**src/rtl/sdr_seq_pkg.sv**
```systemverilog
package sdr_seq_pkg;

   typedef enum logic [3:0] {
      CMD_MRS = 4'b0000,
      CMD_REF = 4'b0001,
      CMD_PRE = 4'b0010,
      CMD_NOP = 4'b0111
   } sdr_cmd_e;

   typedef enum logic [3:0] {
      ST_IDLE,
      ST_PRE,
      ST_WRP,
      ST_REF,
      ST_WRC,
      ST_MRS,
      ST_WMRD,
      ST_SRE,
      ST_SRH,
      ST_SRC,
      ST_SRX
   } seq_state_e;

   typedef struct packed {
      logic       order;
      logic       keep;
      logic [1:0] col;
      logic [1:0] row;
   } seq_cfg_t;

   localparam seq_cfg_t CFG_COLD = '{order: 1'b0, keep: 1'b1, col: 2'd0, row: 2'd0};

   function automatic logic [3:0] geo_bits(input logic [1:0] code, input logic [3:0] base);
      logic [1:0] sel;
      sel = (code == 2'd3) ? 2'd2 : code;
      return base + {2'b00, sel};
   endfunction

endpackage

```
**src/rtl/sdr_seq_cfg.sv**
```systemverilog
module sdr_seq_cfg
   import sdr_seq_pkg::*;
(
   input  logic     clk,
   input  logic     cold_rst_n,
   input  logic     warm_rst,
   input  logic     wr_en,
   input  logic     wr_start,
   input  seq_cfg_t wr_cfg,
   input  logic     seq_done,
   output seq_cfg_t cfg,
   output logic     start_q
);

   // Configuration survives the warm reset; only the start bit is cleared by it.
   always_ff @(posedge clk or negedge cold_rst_n) begin
      if (!cold_rst_n) begin
         cfg     <= CFG_COLD;
         start_q <= 1'b0;
      end else if (warm_rst) begin
         start_q <= 1'b0;
      end else if (seq_done) begin
         start_q <= 1'b0;
      end else if (wr_en && !start_q) begin
         cfg     <= wr_cfg;
         start_q <= wr_start;
      end
   end

endmodule

```
**src/rtl/sdr_seq_timer.sv**
```systemverilog
module sdr_seq_timer #(
   parameter int CNT_W = 4
) (
   input  logic             clk,
   input  logic             rst_n,
   input  logic             clr,
   input  logic             load,
   input  logic [CNT_W-1:0] load_val,
   output logic             zero
);

   logic [CNT_W-1:0] cnt;

   always_ff @(posedge clk or negedge rst_n) begin
      if (!rst_n)          cnt <= '0;
      else if (clr)        cnt <= '0;
      else if (load)       cnt <= load_val;
      else if (cnt != '0)  cnt <= cnt - 1'b1;
   end

   assign zero = (cnt == '0);

endmodule

```
**src/rtl/sdr_seq_fsm.sv**
```systemverilog
module sdr_seq_fsm
   import sdr_seq_pkg::*;
#(
   parameter int REF_CNT = 8,
   parameter int T_RP    = 2,
   parameter int T_RC    = 6,
   parameter int T_MRD   = 2,
   parameter int T_XSR   = 8,
   parameter int CNT_W   = 4
) (
   input  logic             clk,
   input  logic             cold_rst_n,
   input  logic             warm_rst,
   input  logic             start,
   input  logic             order,
   input  logic             sr_req,
   input  logic             tmr_zero,
   output logic             tmr_load,
   output logic [CNT_W-1:0] tmr_val,
   output seq_state_e       state,
   output logic             done,
   output logic             init_done
);

   localparam int RW = (REF_CNT > 1) ? $clog2(REF_CNT) : 1;

   seq_state_e nxt;
   logic [RW-1:0] ref_left;

   always_comb begin
      nxt      = state;
      tmr_load = 1'b0;
      tmr_val  = '0;
      done     = 1'b0;
      unique case (state)
         ST_IDLE: begin
            if (start)                    nxt = ST_PRE;
            else if (sr_req && init_done) nxt = ST_SRE;
         end
         ST_PRE: begin
            nxt      = ST_WRP;
            tmr_load = 1'b1;
            tmr_val  = CNT_W'(T_RP - 1);
         end
         ST_WRP: if (tmr_zero) nxt = order ? ST_MRS : ST_REF;
         ST_REF: begin
            nxt      = ST_WRC;
            tmr_load = 1'b1;
            tmr_val  = CNT_W'(T_RC - 1);
         end
         ST_WRC: begin
            if (tmr_zero) begin
               if (ref_left != '0) nxt = ST_REF;
               else if (order) begin
                  nxt  = ST_IDLE;
                  done = 1'b1;
               end else nxt = ST_MRS;
            end
         end
         ST_MRS: begin
            nxt      = ST_WMRD;
            tmr_load = 1'b1;
            tmr_val  = CNT_W'(T_MRD - 1);
         end
         ST_WMRD: begin
            if (tmr_zero) begin
               if (order) nxt = ST_REF;
               else begin
                  nxt  = ST_IDLE;
                  done = 1'b1;
               end
            end
         end
         ST_SRE: nxt = ST_SRH;
         ST_SRH: if (!sr_req) nxt = ST_SRC;
         ST_SRC: begin
            nxt      = ST_SRX;
            tmr_load = 1'b1;
            tmr_val  = CNT_W'(T_XSR - 1);
         end
         ST_SRX: if (tmr_zero) nxt = ST_IDLE;
         default: nxt = ST_IDLE;
      endcase
   end

   always_ff @(posedge clk or negedge cold_rst_n) begin
      if (!cold_rst_n) begin
         state     <= ST_IDLE;
         ref_left  <= '0;
         init_done <= 1'b0;
      end else if (warm_rst) begin
         state     <= ST_IDLE;
         ref_left  <= '0;
         init_done <= 1'b0;
      end else begin
         state <= nxt;
         if (state == ST_PRE)
            ref_left <= RW'(REF_CNT - 1);
         else if (state == ST_WRC && tmr_zero && ref_left != '0)
            ref_left <= ref_left - 1'b1;
         if (done) init_done <= 1'b1;
      end
   end

endmodule

```
**src/rtl/sdr_init_seq.sv**
```systemverilog
module sdr_init_seq
   import sdr_seq_pkg::*;
#(
   parameter int                ADDR_W     = 13,
   parameter int                REF_CNT    = 8,
   parameter int                T_RP       = 2,
   parameter int                T_RC       = 6,
   parameter int                T_MRD      = 2,
   parameter int                T_XSR      = 8,
   parameter logic [ADDR_W-1:0] MODE_VALUE = ADDR_W'(13'h0032)
) (
   input  logic              clk,
   input  logic              cold_rst_n,
   input  logic              warm_rst,
   input  logic              cfg_we,
   input  logic              cfg_start,
   input  logic              cfg_order_i,
   input  logic              cfg_keep_i,
   input  logic [1:0]        cfg_col_i,
   input  logic [1:0]        cfg_row_i,
   output logic              cfg_order_o,
   output logic              cfg_keep_o,
   output logic [1:0]        cfg_col_o,
   output logic [1:0]        cfg_row_o,
   input  logic              sr_req,
   input  logic              bus_rel,
   output logic              sd_cs_n,
   output logic              sd_ras_n,
   output logic              sd_cas_n,
   output logic              sd_we_n,
   output logic              sd_cke,
   output logic [ADDR_W-1:0] sd_addr,
   output logic              sd_clk_en,
   output logic              sd_clk_oe,
   output logic              busy,
   output logic              ready,
   output logic [3:0]        col_bits,
   output logic [3:0]        row_bits
);

   localparam int T_MAX1 = (T_RP > T_RC) ? T_RP : T_RC;
   localparam int T_MAX2 = (T_MRD > T_XSR) ? T_MRD : T_XSR;
   localparam int T_MAX  = (T_MAX1 > T_MAX2) ? T_MAX1 : T_MAX2;
   localparam int CNT_W  = $clog2(T_MAX + 1);
   localparam int A10    = 10;

   generate
      if (ADDR_W < 13) begin : g_bad_addr
         $error("sdr_init_seq: ADDR_W must cover 13 row address bits");
      end
      if (REF_CNT < 1 || T_RP < 1 || T_RC < 1 || T_MRD < 1 || T_XSR < 1) begin : g_bad_time
         $error("sdr_init_seq: counts and waits must be at least 1");
      end
   endgenerate

   seq_cfg_t         cfg, wr_cfg;
   logic             start_q, done, init_done;
   logic             tmr_load, tmr_zero, tmr_clr;
   logic [CNT_W-1:0] tmr_val;
   seq_state_e       state;
   sdr_cmd_e         cmd;
   logic             is_pre, is_mrs;

   assign wr_cfg = '{order: cfg_order_i, keep: cfg_keep_i, col: cfg_col_i, row: cfg_row_i};
   assign tmr_clr = warm_rst;

   sdr_seq_cfg u_cfg (
      .clk        (clk),
      .cold_rst_n (cold_rst_n),
      .warm_rst   (warm_rst),
      .wr_en      (cfg_we),
      .wr_start   (cfg_start),
      .wr_cfg     (wr_cfg),
      .seq_done   (done),
      .cfg        (cfg),
      .start_q    (start_q)
   );

   sdr_seq_timer #(.CNT_W(CNT_W)) u_tmr (
      .clk      (clk),
      .rst_n    (cold_rst_n),
      .clr      (tmr_clr),
      .load     (tmr_load),
      .load_val (tmr_val),
      .zero     (tmr_zero)
   );

   sdr_seq_fsm #(
      .REF_CNT (REF_CNT),
      .T_RP    (T_RP),
      .T_RC    (T_RC),
      .T_MRD   (T_MRD),
      .T_XSR   (T_XSR),
      .CNT_W   (CNT_W)
   ) u_fsm (
      .clk        (clk),
      .cold_rst_n (cold_rst_n),
      .warm_rst   (warm_rst),
      .start      (start_q),
      .order      (cfg.order),
      .sr_req     (sr_req),
      .tmr_zero   (tmr_zero),
      .tmr_load   (tmr_load),
      .tmr_val    (tmr_val),
      .state      (state),
      .done       (done),
      .init_done  (init_done)
   );

   always_comb begin
      unique case (state)
         ST_PRE:         cmd = CMD_PRE;
         ST_REF, ST_SRE: cmd = CMD_REF;
         ST_MRS:         cmd = CMD_MRS;
         default:        cmd = CMD_NOP;
      endcase
   end

   assign {sd_cs_n, sd_ras_n, sd_cas_n, sd_we_n} = cmd;
   assign is_pre = (state == ST_PRE);
   assign is_mrs = (state == ST_MRS);

   generate
      for (genvar i = 0; i < ADDR_W; i++) begin : g_addr
         if (i == A10) begin : g_ap
            assign sd_addr[i] = is_pre | (is_mrs & MODE_VALUE[i]);
         end else begin : g_plain
            assign sd_addr[i] = is_mrs & MODE_VALUE[i];
         end
      end
   endgenerate

   assign sd_cke    = !(state == ST_SRE || state == ST_SRH || state == ST_SRC);
   assign sd_clk_en = !(state == ST_SRH && !cfg.keep);
   assign sd_clk_oe = cfg.keep | !bus_rel;

   assign busy  = start_q;
   assign ready = init_done && (state == ST_IDLE) && !start_q;

   assign cfg_order_o = cfg.order;
   assign cfg_keep_o  = cfg.keep;
   assign cfg_col_o   = cfg.col;
   assign cfg_row_o   = cfg.row;
   assign col_bits    = geo_bits(cfg.col, 4'd8);
   assign row_bits    = geo_bits(cfg.row, 4'd11);

endmodule

```
**config.mk**
```make
export PLATFORM = sky130hd
export DESIGN_NAME = sdr_init_seq
export DESIGN_NICKNAME = d
export VERILOG_FILES = /design/src/rtl/sdr_seq_pkg.sv /design/src/rtl/sdr_seq_cfg.sv /design/src/rtl/sdr_seq_timer.sv /design/src/rtl/sdr_seq_fsm.sv /design/src/rtl/sdr_init_seq.sv
export SDC_FILE = /design/constraint.sdc
export NUM_CORES = 1
export LEC_CHECK = 0
export ABC_AREA = 1
export BUFFER_PORTS_ARGS = -buffer_cell sky130_fd_sc_hd__buf_2
export CORE_MARGIN = 5
export CORE_UTILIZATION = 51
export DETAILED_ROUTE_END_ITERATION = 8
export HOLD_SLACK_MARGIN = 0.12
export PLACE_DENSITY = 0.8
export SLEW_MARGIN = 40
export SYNTH_ARGS = -nofsm -noshare
export SYNTH_HDL_FRONTEND = slang
export SYNTH_HIERARCHICAL = 1
export SYNTH_SLANG_ARGS = --single-unit
```
**constraint.sdc**
```tcl
create_clock -name clk -period 1.9 [get_ports clk]
set_input_delay 0.19 -clock clk [delete_from_list [all_inputs] [get_ports clk]]
set_output_delay 0.19 -clock clk [all_outputs]
set_load 0.1 [all_outputs]
```
==> results of run 1 <==
==> tightest hold or removal path, cell delays in order <==
cell	delay (ps)
buf_2	80
nand3_1	80
nand2_1	70
==> layout by cell type (no fill, tap or decap), types with 6 or more instances in the layout <==
cell           synthesis  final
nand3_1               27     27
dlygate4sd3_1          0      6
o21ai_1                6      6
nor2_4                 3      6
nor2_2                 5      7
a21oi_1                6      6
conb_1                 3     14
dfrtp_1               18     15
clkbuf_4               0      6
nand2_1               53     52
buf_2                  0     29
nor2_1                28     23
inv_2                  8      8
inv_1                 28     27
==> flip-flops by register name, indices dropped and copies added (netlist names) <==
signal / count
u_cfg/cfg: 6
u_cfg/start_q: 1
u_fsm/init_done: 1
u_fsm/ref_left: 3
u_fsm/state: 4
u_tmr/cnt: 4
==> repair_timing <==
action	in CTS	in global routing
hold buffers	6	0
gates resized for setup	0	14
endpoints found under the setup margin	3	6
gates cloned	0	0
hold endpoints to repair	23	0
==> per-layer routing <==
metal / up-vias / GRT usage [%] / wire (µm)
li1: 758 / - / -
met1: 660 / 20.8 / 1520
met2: 51 / 31.2 / 1780
met3: 6 / 3.45 / 202
met4: 0 / 5.01 / 40
met5: - / 0 / 0
==> through the flow <==
stage	setup slack (ps)	setup TNS (ps)	instance area [µm²]	instances
floorplan	-162	-308	1600	239
global route	15.5	0	1810	298
global placement	275	0	1690	288
CTS	-22.6	-64.4	1780	298
finish	129	0	1810	298
detailed placement	194	0	1690	288
==> cell families (layout without fill, tap and decap cells) <==
logic type	after synthesis	after routing	synth area share [%]
AND/OR/NAND/NOR	127	127	39.2
buffers and inverters	55	83	18.0
AO/OA/AOI/OAI	19	19	6.83
flip-flops	19	19	31.4
adder cells (fa/ha/maj)	4	4	3.29
other	3	14	0.741
XOR/XNOR	1	1	0.576
==> worst paths after layout <==
| kind | slack (ps) | from | cells past startpoint | endpoint |
|---|---|---|---|---|
| worst max-delay path | 130 | u_fsm/state[1] | 4 | ready |
| worst min-delay path | 150 | cfg_row_i[0] | 3 | u_cfg/cfg[0] |
| worst max register to register | 150 | u_fsm/state[1] | 9 | u_cfg/cfg[2] |
| worst min register to register | 490 | u_cfg/cfg[4] | 2 | u_cfg/cfg[4] |
| max in group asynchronous | 1210 | cold_rst_n | 2 | u_cfg/cfg[4] |
| min in group asynchronous | 340 | cold_rst_n | 2 | u_fsm/ref_left[1] |
==> area by class of cell <==
cell class / count / share of cell area [%]
clock buffer: 3 / 1.25
inverter: 36 / 7.69
clock inverter: 1 / 0.277
sequential: 19 / 26.6
multi-input combinational: 165 / 46.7
timing repair buffer: 43 / 15.3
tap: 31 / 2.15
==> power groups by stage <==
stage	Clock (W)	Sequential, W	Combinational [W]
finish	0.000211	0.000692	0.00218
floorplan	0	0.000881	0.00163
detailed placement	0	0.000695	0.00214
CTS	0.000217	0.000688	0.00215
global placement	0	0.000691	0.00211
global route	0.000236	0.000710	0.00235
==> summary.md, run 1 <==
| Metric | Value |
|---|---|
| CP max stage cell | `dfrtp_1` |
| CTS root buffer | `clkbuf_4` |
| Syn avg cell area | `6.67 µm²` |
| Final min period | `1770 ps` |
| First-pass GRT wire length | `approximately 5900 µm` |
| Vias in the first global route | `between 1,000 and 1,500` |
| Largest net degree at the start of global routing | `20` |
| Ant diodes | `0` |
| Synth top cells by count | `53 x nand2_1, 28 x inv_1, 28 x nor2_1, 27 x nand3_1` |
| Routed WL | `approximately 3500 µm` |
| CTS tree | `done` |
| Layout cells sized above 1 | `just under 30%` |
| Worst-path cell chain | `nor2_1 -> nand2_1 -> nor2_4 -> clkbuf_4` |
| Deepest clock path buffer count | `2` |
| Synth cell types | `26` |
| Synth Flop Type | `dfrtp_1` |
| Die height | `64.6 µm` |
| Tcrit/Tclk final | `between 90% and 100%` |
| Final ANT Viol Nets | `0` |
| Final hold slack | `~150 ps` |
| Final Max Tran Viols | `0` |
| RSZ-0062 raised after global routing | `no` |
| Switching Share | `63.2%` |
| Most numerous cell in the Yosys netlist | `nand2_1` |
| Total gr overflow | `0` |
| Initial antenna violation count | `0` |
| Post-synth EDFFs | `0` |
| Pre-antenna DRT Iters | `4` |
| CP max stage delay | `around 540 ps` |
| Max Clk Rate | `approximately 560 MHz` |
| Post-synth top area share | `between 20 and 30%` |
| Die Wd | `around 65 µm` |
| Post CTS Setup Buffer Count | `0` |
| Critical Path AT | `~1600 ps` |
| Hold Crit Class | `in -> reg` |
| Post-Syn Instances | `roughly 230` |
| Worst Clk Skew | `around 8.6 ps` |
| Max FO, Critical Path | `11` |
| Fillers | `255` |
| Row Count | `19` |
| DR DRC count | `0` |
| Kind of end point of the critical path | `output pin` |
| Via count | `about 1,500` |
| Total power | `between 0.003 and 0.004 W` |
| Average wire per standard cell | `between 10 and 15 µm` |
| H-tree level count | `1` |
| Multi-input gate area | `about 840 µm²` |
| Delay-heaviest family, CP | `flip-flops` |
| Area leader, netlist | `dfrtp_1` |
| Area of the mapped netlist | `1520 µm²` |
| Clock tree sinks | `19` |
| Fraction of registers with async set/reset | `100%` |
| Hold Vio Cnt, Final | `0` |
| Maximum vdd ir drop | `around 1.3 mV` |
| Status | `completed` |
| All-Layer GR Usage | `between 15 and 20%` |
| I/O pins | `49` |
| Register area | `between 400 and 500 µm²` |
| Hpwl dp | `2610 µm` |
| CTS buffer count | `3` |
| Drt initial violations | `between 40 and 50` |
| Synthesis-to-finish area growth | `18.8%` |
| Ys Warns | `6` |
| Leak | `0.970 nW` |
| Part of the power in combinational logic | `70.7%` |
| Clock power frac | `about 7%` |
| Placer Congestion | `0.962` |
| Cell Int Power | `about 0.0011 W` |
| Core area | `~2800 µm²` |
| Sequential power share | `between 20% and 30%` |
| Data required, critical path | `between 1500 and 2000 ps` |
| I/O Buffers | `35` |
| Drt via density | `around 5` |
| Fin util | `about 64%` |
| Final #Nets | `285` |
| Synth area leaders | `dfrtp_1 30%, nand2_1 13%, buf_4 8.9%, nand3_1 8.9%, inv_1 6.9%` |
| Pwr Density | `1710 nW/µm²` |
| WS Path Type | `reg -> out` |
| Sequential-to-total area share from yosys stat | `approximately a third` |
| Critical path buffer and inverter count | `1` |
| Initial Utilization | `a little over half` |
| Clock slew at reported path FFs | `about 120 ps` |
| Final setup fails | `0` |
| Die area | `about 4200 µm²` |
| Worst-skew pair later-pin latency | `300 ps` |
| Yosys reg bits | `19` |
| Sw Pwr | `0.00195 W` |
| Crit start category | `register` |
| Max Cap Violations | `0` |
(Power assumes the default switching activity.)
==> inputs of run 2 (changes only) <==
--- a/config.mk
+++ b/config.mk
@@ -8,12 +8,11 @@
 export ABC_AREA = 1
 export BUFFER_PORTS_ARGS = -buffer_cell sky130_fd_sc_hd__buf_2
 export CORE_MARGIN = 5
-export CORE_UTILIZATION = 51
+export CORE_UTILIZATION = 49
 export DETAILED_ROUTE_END_ITERATION = 8
 export HOLD_SLACK_MARGIN = 0.12
-export PLACE_DENSITY = 0.8
+export PLACE_DENSITY = 0.79
 export SLEW_MARGIN = 40
 export SYNTH_ARGS = -nofsm -noshare
 export SYNTH_HDL_FRONTEND = slang
-export SYNTH_HIERARCHICAL = 1
 export SYNTH_SLANG_ARGS = --single-unit
==> summary.md, run 2 <==
| Metric | Value |
|---|---|
| Deepest clock path buffer count | `2 (unchanged)` |
| Crit start category | `register` |
| H-tree level count | `1 (unchanged)` |
| Average wire per standard cell | `11.2 µm (-6.2%)` |
| Synth Flop Type | `dfrtp_1` |
| Grt met2 use | `25.1% (-6.1 points)` |
| First-pass GRT wire length | `5000 µm (-15%)` |
| Delay-heaviest family, CP | `buffers and inverters` |
| Die Wd | `62.7 µm (-3.0%)` |
| Total gr overflow | `0 (unchanged)` |
| Row Count | `19 (unchanged)` |
| Post-Syn Instances | `198 (-13%)` |
| Global route hottest layer | `met2` |
| M1 GR Usage | `19.8% (-0.97 points)` |
| Critical Path AT | `1620 ps (+40 ps)` |
| Hold Crit Class | `in -> reg` |
| Worst-skew pair later-pin latency | `300 ps (about the same)` |
| Placer Congestion | `0.888 (-7.7%)` |
| Post-synthesis simple-gate area fraction | `36.6% (-2.6 points)` |
| Final worst setup slack | `94.0 ps (-34.6 ps)` |
| Yosys reg bits | `19 (unchanged)` |
| Leading cell type in the layout, fill and taps excluded | `nand2_1` |
| Largest net degree at the start of global routing | `20 (unchanged)` |
| WS Path Type | `reg -> out` |
| CP max stage delay | `430 ps (-110 ps)` |
| Placed cells | `256 (-11%)` |
| Max Clk Rate | `554 MHz (-1.9%)` |
| Die area | `3930 µm² (-5.9%)` |
| Fraction of registers with async set/reset | `100% (unchanged)` |
| Post-synth top area share | `33.1% (+3.5 points)` |
| Leak | `0.931 nW (-4.0%)` |
| Post-synth EDFFs | `0 (unchanged)` |
| Clock slew at reported path FFs | `100 ps (-20 ps)` |
| Pwr Density | `1870 nW/µm² (+9.5%)` |
| Max FO, Critical Path | `5 (-6)` |
| Worst-path cell chain | `inv_2 -> nor2_2 -> nand2_1 -> inv_1 -> buf_2` |
| Ys Warns | `0 (-6)` |
| Clock tree sinks | `19 (unchanged)` |
| Compound-Gate Fraction of Synth Area | `5.71% (-1.1 points)` |
| Sequential-to-total area share from yosys stat | `35.1% (+3.7 points)` |
| Core area | `2710 µm² (-3.4%)` |
| Worst Clk Skew | `1.60 ps (-7.04 ps)` |
| Slew @ Worst Pin | `roughly 560 ps` |
| All-Layer GR Usage | `15.7% (-1.6 points)` |
| I/O pins | `49 (unchanged)` |
| Most numerous cell in the Yosys netlist | `nand2_1` |
| Initial antenna violation count | `0 (unchanged)` |
| Vias in the first global route | `1,149 (-16%)` |
| Largest register FFs | `6 (unchanged)` |
| Status | `completed` |
| I/O Buffers | `35 (unchanged)` |
| Layout Cells excl Fill | `263 (-12%)` |
| Kind of end point of the critical path | `output pin` |
| CTS buffer count | `3 (unchanged)` |
| Synth cell types | `26 (unchanged)` |
| Reg with most FFs | `u_cfg.cfg` |
| Final min period | `1810 ps (+34.6 ps)` |
| Final ANT Viol Nets | `0 (unchanged)` |
| Max Cap Violations | `0 (unchanged)` |
| Data required, critical path | `1710 ps (about the same)` |
| Pre-CTS setup slack | `345 ps (+151 ps)` |
| CTS tree | `done` |
| Adder-cell share of the synthesized area | `2.76% (-0.53 points)` |
| Xor/xnor share of the synthesized area | `1.93% (+1.4 points)` |
| Critical path buffer and inverter count | `3 (+2)` |
| Final #Nets | `249 (-13%)` |
| Mux cell area share after synthesis | `0% (unchanged)` |
| DR DRC count | `0 (unchanged)` |
| Tcrit/Tclk final | `95.1% (+1.8 points)` |
| Hpwl dp | `2360 µm (-9.5%)` |
| Synth top cells by count | `61 x nand2_1, 24 x inv_1, 18 x dfrtp_1, 18 x nor2_1, 17 x buf_4` |
| Total power | `0.00301 W (-2.2%)` |
| Routed WL | `2930 µm (-17%)` |
| Pre-antenna DRT Iters | `4 (unchanged)` |
| Synth area leaders | `dfrtp_1 33%, nand2_1 17%, buf_4 9.4%, inv_1 6.6%, nor2_1 5.0%` |
| CTS root buffer | `clkbuf_4` |
| Area of the mapped netlist | `1360 µm² (-11%)` |
| Hold Vio Cnt, Final | `0 (unchanged)` |
| RSZ-0062 raised after global routing | `yes` |
| Die height | `62.7 µm (-3.0%)` |
| Final Max Tran Viols | `0 (unchanged)` |
| CP max stage cell | `dfrtp_1` |
| Final setup fails | `0 (unchanged)` |
| Syn avg cell area | `6.86 µm² (+2.9%)` |
| Commonest non-fill, non-tap cells in the layout | `61 x nand2_1, 28 x buf_2, 24 x inv_1` |
| Via count | `1,271 (-14%)` |
| Synthesis-to-finish area growth | `18.7%` |
| Maximum vdd ir drop | `1.59 mV (+27%)` |
| Drt initial violations | `79 (+72%)` |
| Drt via density | `4.83 (-2.4%)` |
| Relative max-transition margin | `between 60 and 70%` |
| Initial Utilization | `50.1% (-4.1 points)` |
| Biggest regs | `u_cfg.cfg (6), u_fsm.state (4), u_tmr.cnt (4)` |
| Area leader, netlist | `dfrtp_1` |
| Met3 Usage GRT | `2.52% (-0.94 points)` |
| Main combinational cell family by area after synthesis | `simple AND/OR/NAND/NOR gates` |
| Layout cells sized above 1 | `25.4% (-3.4 points)` |
| Ant diodes | `0 (unchanged)` |
run 2: cell count changes in the layout (fill, tap and decap cells not counted), moves of 4 or more:
cell	before	now
nand4_1	3	7
nand2_1	52	61
inv_2	8	3
nor2_1	23	13
nand3_1	27	9
run 2: cells by family (layout without fill, tap and decap cells):
logic type      count (synthesis)  count (layout)
compound gates                 15              15
buf+inv                        46              69
xor+xnor                        3               3
other cells                     2              13
simple gates                  110             110
flops                          19              19
fa+ha+maj                       3               3
run 2: path summary, 6_finish.rpt:
check                               start                 to  slack [ps]  cells past startpoint
min in group asynchronous      cold_rst_n       u_tmr.cnt[2]         350                      2
hold reg to reg              u_cfg.cfg[4]       u_cfg.cfg[4]         490                      2
max in group asynchronous      cold_rst_n       u_cfg.cfg[4]        1230                      2
setup / recovery           u_fsm.state[2]         sd_addr[4]          90                      5
hold / removal               cfg_col_i[1]       u_cfg.cfg[3]         140                      3
setup reg to reg             u_tmr.cnt[0]  u_fsm.ref_left[0]         370                      9
run 2: cell type report:
cell class | instances | area, µm²
clock buffers | 3 | 22.5
clock inverters | 1 | 5.00
fillers | 259 | 1100
inverters | 27 | 101
multi-input cells | 144 | 729
flip-flops and latches | 19 | 477
well taps | 31 | 38.8
repair buffers | 38 | 239
run 2: worst min-delay path, delay by kind of cell:
family / cells / cell delay [ps]
buffers and inverters: 1 / 70
AND/OR/NAND/NOR: 2 / 150
run 2: power breakdown:
part | total, W | internal, W | switching (W)
combinational | 0.00216 | 0.000502 | 0.00166
sequential | 0.000651 | 0.000534 | 0.000117
clock | 0.000199 | 0.0000785 | 0.000121
run 2: routing by layer:
layer	part of all wire [%]	wire length, µm	up-vias
met5	0	0	-
li1	-	-	658
met3	4.8	140	4
met2	48	1410	38
met4	2.2	64	0
met1	45	1310	571
run 2: what timing repair did:
item	4_1_cts	5_1_grt
setup endpoints to repair	2	7
hold buffers	3	0
gates cloned	0	0
endpoints found under the hold margin	21	0
setup buffers	0	0
resized for setup	2	6
run 2: through the flow:
| step | utilization, % | cell area (µm²) | hold WS (ps) | TNS [ps] |
|---|---|---|---|---|
| after floorplan | - | 1440 | -106 | -389 |
| final | 59.5 | 1610 | 136 | 0 |
| after global placement | 56.6 | 1530 | 141 | 0 |
| after global routing | 59.5 | 1610 | 140 | -83.5 |
| after detailed placement | 56.6 | 1530 | 144 | 0 |
| after CTS | 58.9 | 1600 | 127 | 0 |
